$ cat src/rtl/pctpwm_pkg.sv
package pctpwm_pkg;

    localparam int unsigned DATA_W     = 32;
    localparam int unsigned OFS_ENABLE = 32'h0;
    localparam int unsigned OFS_DUTY   = 32'h4;

    typedef enum logic [1:0] {
        SEL_NONE   = 2'd0,
        SEL_ENABLE = 2'd1,
        SEL_DUTY   = 2'd2
    } reg_sel_e;

    typedef struct packed {
        logic       sel;
        logic       wr;
        reg_sel_e   target;
        logic [DATA_W-1:0] wdata;
    } bus_req_t;

    function automatic reg_sel_e decode_offset(input logic [DATA_W-1:0] ofs);
        if (ofs == OFS_ENABLE) return SEL_ENABLE;
        if (ofs == OFS_DUTY)   return SEL_DUTY;
        return SEL_NONE;
    endfunction

    function automatic logic [DATA_W-1:0] clamp_pct(input logic [DATA_W-1:0] v,
                                                   input int unsigned limit);
        logic [DATA_W-1:0] lim;
        lim = DATA_W'(limit);
        return (v > lim) ? lim : v;
    endfunction

endpackage

$ cat src/rtl/pctpwm_regs.sv
module pctpwm_regs
    import pctpwm_pkg::*;
#(
    parameter int unsigned ADDR_W = 4,
    parameter int unsigned STEPS  = 100,
    localparam int unsigned DUTY_W = $clog2(STEPS + 1)
) (
    input  logic              clk,
    input  logic              rst,
    input  logic              bus_sel,
    input  logic              bus_wr,
    input  logic [ADDR_W-1:0] bus_addr,
    input  logic [DATA_W-1:0] bus_wdata,
    output logic [DATA_W-1:0] bus_rdata,
    output logic              en_bit,
    output logic [DUTY_W-1:0] duty_cmd
);

    bus_req_t          req;
    logic [DATA_W-1:0] clamped;

    always_comb begin
        req.sel    = bus_sel;
        req.wr     = bus_wr;
        req.target = decode_offset(DATA_W'(bus_addr));
        req.wdata  = bus_wdata;
        clamped    = clamp_pct(bus_wdata, STEPS);
    end

    always_ff @(posedge clk) begin
        if (rst) begin
            en_bit   <= 1'b0;
            duty_cmd <= '0;
        end else if (req.sel && req.wr) begin
            case (req.target)
                SEL_ENABLE: en_bit   <= req.wdata[0];
                SEL_DUTY:   duty_cmd <= clamped[DUTY_W-1:0];
                default:    ;
            endcase
        end
    end

    always_comb begin
        bus_rdata = '0;
        if (req.sel) begin
            case (req.target)
                SEL_ENABLE: bus_rdata[0]        = en_bit;
                SEL_DUTY:   bus_rdata[DUTY_W-1:0] = duty_cmd;
                default:    bus_rdata = '0;
            endcase
        end
    end

    AST_ENABLE_WRITE: assert property (@(posedge clk) disable iff (rst)
        (bus_sel && bus_wr && DATA_W'(bus_addr) == OFS_ENABLE) |=> en_bit == $past(bus_wdata[0]));

    AST_DUTY_CLAMP: assert property (@(posedge clk) disable iff (rst)
        (bus_sel && bus_wr && DATA_W'(bus_addr) == OFS_DUTY && bus_wdata > DATA_W'(STEPS))
        |=> 32'(duty_cmd) == STEPS);

    AST_UNMAPPED_WRITE: assert property (@(posedge clk) disable iff (rst)
        (bus_sel && bus_wr && DATA_W'(bus_addr) != OFS_ENABLE && DATA_W'(bus_addr) != OFS_DUTY)
        |=> ($stable(en_bit) && $stable(duty_cmd)));

endmodule

$ cat src/rtl/pctpwm_stepgen.sv
module pctpwm_stepgen #(
    parameter int unsigned STEPS = 100,
    localparam int unsigned DUTY_W = $clog2(STEPS + 1),
    localparam int unsigned CNT_W  = $clog2(STEPS),
    localparam logic [CNT_W-1:0] LAST = CNT_W'(STEPS - 1)
) (
    input  logic              clk,
    input  logic              rst,
    input  logic              pclk_en,
    input  logic [DUTY_W-1:0] duty_cmd,
    output logic [CNT_W-1:0]  step,
    output logic [DUTY_W-1:0] active_duty
);

    logic wrap;
    assign wrap = (step == LAST);

    always_ff @(posedge clk) begin
        if (rst) begin
            step        <= '0;
            active_duty <= '0;
        end else if (!pclk_en) begin
            step        <= '0;
            active_duty <= duty_cmd;
        end else if (wrap) begin
            step        <= '0;
            active_duty <= duty_cmd;
        end else begin
            step        <= step + CNT_W'(1);
        end
    end

    AST_STEP_ADVANCE: assert property (@(posedge clk) disable iff (rst)
        (pclk_en && step != LAST) |=> step == $past(step) + CNT_W'(1));

    AST_STEP_WRAP: assert property (@(posedge clk) disable iff (rst)
        (pclk_en && step == LAST) |=> step == '0);

    AST_DUTY_HOLD: assert property (@(posedge clk) disable iff (rst)
        (pclk_en && step != LAST) |=> $stable(active_duty));

    AST_PARKED: assert property (@(posedge clk) disable iff (rst)
        !pclk_en |=> (step == '0 && active_duty == $past(duty_cmd)));

endmodule

$ cat src/rtl/pctpwm_gate.sv
module pctpwm_gate #(
    parameter int unsigned STEPS = 100,
    localparam int unsigned DUTY_W = $clog2(STEPS + 1),
    localparam int unsigned CNT_W  = $clog2(STEPS)
) (
    input  logic              clk,
    input  logic              rst,
    input  logic              en_bit,
    input  logic              pclk_en,
    input  logic [CNT_W-1:0]  step,
    input  logic [DUTY_W-1:0] active_duty,
    output logic              pwm_out,
    output logic [DUTY_W-1:0] avg_level,
    output logic              clk_gated
);

    logic live;
    logic below;

    always_comb begin
        live      = en_bit && pclk_en;
        below     = 32'(step) < 32'(active_duty);
        pwm_out   = live && below;
        avg_level = live ? active_duty : '0;
        clk_gated = !pclk_en;
    end

    AST_GATED_LOW: assert property (@(posedge clk) disable iff (rst)
        !(en_bit && pclk_en) |-> !pwm_out);

    AST_FULL_DUTY: assert property (@(posedge clk) disable iff (rst)
        (en_bit && pclk_en && 32'(active_duty) == STEPS) |-> pwm_out);

    AST_ZERO_DUTY: assert property (@(posedge clk) disable iff (rst)
        (active_duty == '0) |-> !pwm_out);

    AST_AVG_OFF: assert property (@(posedge clk) disable iff (rst)
        !(en_bit && pclk_en) |-> avg_level == '0);

endmodule

$ cat src/rtl/pctpwm_top.sv
module pctpwm_top
    import pctpwm_pkg::*;
#(
    parameter int unsigned ADDR_W = 4,
    parameter int unsigned STEPS  = 100,
    localparam int unsigned DUTY_W = $clog2(STEPS + 1),
    localparam int unsigned CNT_W  = $clog2(STEPS)
) (
    input  logic              clk,
    input  logic              rst,
    input  logic              pclk_en,
    input  logic              bus_sel,
    input  logic              bus_wr,
    input  logic [ADDR_W-1:0] bus_addr,
    input  logic [31:0]       bus_wdata,
    output logic [31:0]       bus_rdata,
    output logic              pwm_out,
    output logic [DUTY_W-1:0] avg_level,
    output logic              clk_gated
);

    logic              en_bit;
    logic [DUTY_W-1:0] duty_cmd;
    logic [CNT_W-1:0]  step;
    logic [DUTY_W-1:0] active_duty;

    pctpwm_regs #(.ADDR_W(ADDR_W), .STEPS(STEPS)) u_regs (
        .clk       (clk),
        .rst       (rst),
        .bus_sel   (bus_sel),
        .bus_wr    (bus_wr),
        .bus_addr  (bus_addr),
        .bus_wdata (bus_wdata),
        .bus_rdata (bus_rdata),
        .en_bit    (en_bit),
        .duty_cmd  (duty_cmd)
    );

    pctpwm_stepgen #(.STEPS(STEPS)) u_step (
        .clk         (clk),
        .rst         (rst),
        .pclk_en     (pclk_en),
        .duty_cmd    (duty_cmd),
        .step        (step),
        .active_duty (active_duty)
    );

    pctpwm_gate #(.STEPS(STEPS)) u_gate (
        .clk         (clk),
        .rst         (rst),
        .en_bit      (en_bit),
        .pclk_en     (pclk_en),
        .step        (step),
        .active_duty (active_duty),
        .pwm_out     (pwm_out),
        .avg_level   (avg_level),
        .clk_gated   (clk_gated)
    );

    AST_RESET_QUIET: assert property (@(posedge clk)
        rst |=> (!pwm_out && avg_level == '0));

endmodule

$ cat config.mk
export PLATFORM = sky130hd
export DESIGN_NAME = pctpwm_top
export DESIGN_NICKNAME = d
export VERILOG_FILES = /design/src/rtl/pctpwm_pkg.sv /design/src/rtl/pctpwm_regs.sv /design/src/rtl/pctpwm_stepgen.sv /design/src/rtl/pctpwm_gate.sv /design/src/rtl/pctpwm_top.sv
export SDC_FILE = /design/constraint.sdc
export NUM_CORES = 1
export LEC_CHECK = 0
export BUFFER_PORTS_ARGS = -buffer_cell sky130_fd_sc_hd__buf_2
export CELL_PAD_IN_SITES_DETAIL_PLACEMENT = 0
export CELL_PAD_IN_SITES_GLOBAL_PLACEMENT = 1
export CORE_UTILIZATION = 29
export CTS_CLUSTER_SIZE = 16
export DETAILED_ROUTE_END_ITERATION = 16
export PLACE_DENSITY_LB_ADDON = 0.08
export SYNTH_ARGS = -nofsm -noshare
export SYNTH_HDL_FRONTEND = slang
export SYNTH_HIERARCHICAL = 1
export SYNTH_SLANG_ARGS = --single-unit
$ cat constraint.sdc
create_clock -name clk -period 1.9 [get_ports clk]
set_clock_uncertainty 0.05 [all_clocks]
set_input_delay 0.095 -clock clk [delete_from_list [all_inputs] [get_ports clk]]
set_output_delay 0.095 -clock clk [all_outputs]
set_load 0.005 [all_outputs]
==> impl_summary.md <==
Run status
The flow ran to the end, and the final reports show no timing, DRC or antenna violations.

Global routing
The first global-routing pass estimated 5278 um of wire. The overall routing resource usage is roughly an eighth. The maximum number of pins on one net before global-route repair is 28. The final global-route overflow total is 0. The number of antenna violations at the first check in global routing is 0. The number of global-route vias before repair is 1166.

Die
The die is between 70 and 80 um tall. The effective utilization at floorplan is between 30% and 40%. During I/O placement, the number of pins put on the boundary was 82. The core region is 5107 um2. In this run the core area contains 26 standard-cell rows. The die covers 5629 um2.

The width of the die is around 75 um.

Timing
Setup repair after global routing left no endpoint under its margin. The post-layout worst setup margin is 0.1788 ns. The count of final max-slew check failures was 0. The count of endpoints failing hold in the final timing report is 0. Static timing analysis puts the maximum clock frequency at about 0.58 GHz. Summed over all failing endpoints, the final setup total negative slack is 0 ns. Setup violations remaining at the end of the flow were counted as 0. The post-layout minimum cycle time is around 1.7 ns.

The final worst-path cycle share is ~91%.

CTS
The number of clock buffers added by TritonCTS is 3. The number of gates resized after CTS is 0. After clock tree synthesis, the clock-pin slew on the worst setup and hold paths is approximately 0.08 ns.

The total clock sinks is 22. CTS placed an instance of sky130_fd_sc_hd__clkbuf_8 at the clock tree root. The clock reaches the later pin of the worst-skew pair after 0.26 ns. The number of post-CTS setup repair buffers is 0. Hold repair after CTS inserted 0 buffers.

In this run the number of H-tree levels came out at 1. TritonCTS built the clock tree. The clock passes through at most 2 buffers.

Critical path
The critical path is of the reg2out type. The longest individual stage delay on the worst path is 0.47 ns. The nature of the critical path endpoint is a primary output.

The critical path goes through ha_1 > a21oi_1 > o21ai_0 > a21oi_1 > buf_2. Broken down by cell family, the worst path's largest delay share belongs to flip-flops. The category of the worst setup path launch point is a register. The data arrival time of the critical path is 1.58 ns. The critical path depth is 5. Together, buffers and inverters on the worst path number 1. For this design, the slowest cell found on the critical path is sky130_fd_sc_hd__dfxtp_1. The cell that appears most often on the critical path is sky130_fd_sc_hd__a21oi_1. Along the worst path, the maximum fanout reaches 7. STA puts the critical path data required time at about 1.8 ns. The cell count of the worst reg-to-reg path is 5.

Yosys
The synthesized design spends more area on one cell type than any other, namely sky130_fd_sc_hd__dfxtp_1. The mean instance size in the synthesized netlist is 8.544 um2. After synthesis, flip-flops and latches occupy 28.48% of the total area. By area the synthesized netlist is led by sky130_fd_sc_hd__dfxtp_1, sky130_fd_sc_hd__buf_4, sky130_fd_sc_hd__nand2b_1. The synthesized design contains 22 register bits. The Yosys step of the flow raised 6 warnings.

The cell count after synthesis is approximately 180. Synthesis instantiated 43 different standard cells from the library. The synthesized design devotes to its leading area cell type 28.48% of total area. The synthesized area is between 1500 and 2000 um2.

Placement
Summed over all nets, the half-perimeter wirelength after detailed placement is roughly 2600 um. The final weighted congestion of routability-driven global placement is roughly 0.70. The post-detailed-placement cell area is around 1800 um2.

The worst slack after detailed placement is between 0.4 and 0.5 ns. The count of buffers added on input and output ports is between 50 and 60. The number of placed instances, taps included, is approximately 300.

Layout
The design area is about 1900 um2. Relative to the synthesized area, the layout overhead comes to 20.06%. The net count of the finished layout is 287. Excluding fillers, the count of instances in the completed layout stands at between 300 and 400.

The layout cell share with drive strength beyond 1 is ~34%. The number of antenna diodes in the final layout is 0.

Power and ir drop
The cell internal power dissipation is 0.0007008 W. Power comes to between 0.0009 and 0.001 W. Across the VDD grid, the largest voltage drop is between 0.15 and 0.2 mV.

Combinational logic burns between 10% and 20% of the power. In this run the power density over the cells is around 500 nW/um2. In this run, the clock network consumes 36.7% of the power.

The power share of the sequential group is about 50%. In this run the power spent charging and discharging nets is 0.0002095 W. Summed over all cells, the static leakage comes to just under 0.9 nW. The switching power as a share of total power is 23.01%.

Drt
The remaining antenna violation count is 0. The number of vias per cell is 4.416. Wires add up to roughly 3300 um.

For this run, design rule violations remaining after detail routing come to 0. The via total after detailed routing is around 1400. The first routing iteration left slightly below 60 violations. The first detailed-routing pass took 4 iterations.

In the final routed layout, each cell accounts on average for roughly 11 um.

Hold path
The worst hold path depth is 3. The type of the most critical hold path is in2reg.

Flow run
The max-cap violation count is 0.
[cell usage in the layout (no fill, tap or decap), types with 7 or more instances in the layout]
cell type                   n
sky130_fd_sc_hd__inv_1     13
sky130_fd_sc_hd__dfxtp_1   22
sky130_fd_sc_hd__nor2_1    13
sky130_fd_sc_hd__nand2b_1  15
sky130_fd_sc_hd__conb_1    25
sky130_fd_sc_hd__mux2i_1    9
sky130_fd_sc_hd__and3_2     9
sky130_fd_sc_hd__buf_2     56
sky130_fd_sc_hd__ha_1       7
[sequential cells by signal, summed over array words and instances, names as in the netlist]
name                flops
u_regs/en_bit           1
u_step/active_duty      7
u_step/step             7
u_regs/duty_cmd         7
[metal layers]
layer / vias to the layer above / share of wire [%] / routed length [um] / track usage (%)
li1: 699 / - / - / -
met1: 596 / 50 / 1661 / 16.18
met2: 63 / 45 / 1494 / 20.32
met3: 2 / 5.2 / 174 / 1.740
met4: 0 / 0.45 / 15 / 3.774
met5: - / 0 / 0 / 0
[cell usage after synthesis, drive strengths merged]
cell type and n:
a21oi 5, nand4b 2, a211oi 2, a21boi 1, mux2i 9, nor4b 1
buf 27, inv 13, ha 7, nand2b 15, nor4 5, nor2b 2
clkbuf 2, nand3b 1, and3 14, o41ai 2, dfxtp 22, nand3 5
conb 1, a21o 1, a311oi 1, nor2 13, and4bb 1, a31oi 1
nor3b 1, o32ai 2, or3b 2, or3 1, o21bai 1, xnor2 1
nand4 1, nor3 3, a41o 1, o2111ai 1, o21ai 4, or2 2
xor2 2, and2b 1, nand2 5
[worst min-delay path, cell delays in order]
cell and delay, ns:
sky130_fd_sc_hd__buf_2 0.10, sky130_fd_sc_hd__inv_1 0.04, sky130_fd_sc_hd__o41ai_1 0.06
[worst paths after layout]
kind,to,slack (ns),startpoint
hold / removal,u_regs/duty_cmd[1]$_SDFFE_PP0P_,0.02,bus_wdata[1]
setup / recovery,pwm_out,0.18,u_step/step[2]$_SDFF_PP0_
hold reg to reg,u_step/active_duty[5]$_SDFFE_PP0P_,0.44,u_step/active_duty[5]$_SDFFE_PP0P_
setup reg to reg,u_step/active_duty[0]$_SDFFE_PP0P_,0.38,u_step/step[0]$_SDFF_PP0_
[area by class of cell]
type | count | area [um2]
Clock buffer | 4 | 55.05
Fill cell | 560 | 3251
Inverter | 13 | 48.80
Multi-Input combinational cell | 141 | 929.6
Sequential cell | 22 | 440.4
Tap cell | 70 | 87.58
Timing Repair Buffer | 58 | 295.3
[logic make-up (layout without fill, tap and decap cells)]
family	after synthesis	count (layout)	share of synthesized area (%)
AOI/OAI and AO/OA	22	22	10.19
xor gates and xnor gates	3	3	1.699
adders and majority gates	7	7	5.663
buffers and inverters	42	75	17.23
DFF	22	22	28.48
muxes	9	9	5.825
other	1	25	0.2425
and+or+nand+nor	75	75	30.66
[power by group through the flow]
stage | registers [W] | clock network [W] | logic, W
2_1_floorplan | 0.000478 | 0 | 0.0000884
3_3_place_gp | 0.000479 | 0 | 0.000108
3_5_place_dp | 0.000479 | 0 | 0.000107
4_1_cts | 0.000468 | 0.000355 | 0.000108
5_1_grt | 0.000469 | 0.000381 | 0.000123
6_report | 0.000468 | 0.000334 | 0.000108
[per-stage QoR]
stage / hold WS, ns / utilization (%)
3_5_place_dp: 0.3041 / 35.28
6_report: 0.02377 / 36.35
5_1_grt: 0.03309 / 36.35
3_3_place_gp: 0.3095 / 35.28
4_1_cts: 0.02093 / 36.35
2_1_floorplan: 0.1665 / -
(Power assumes the default switching activity.)
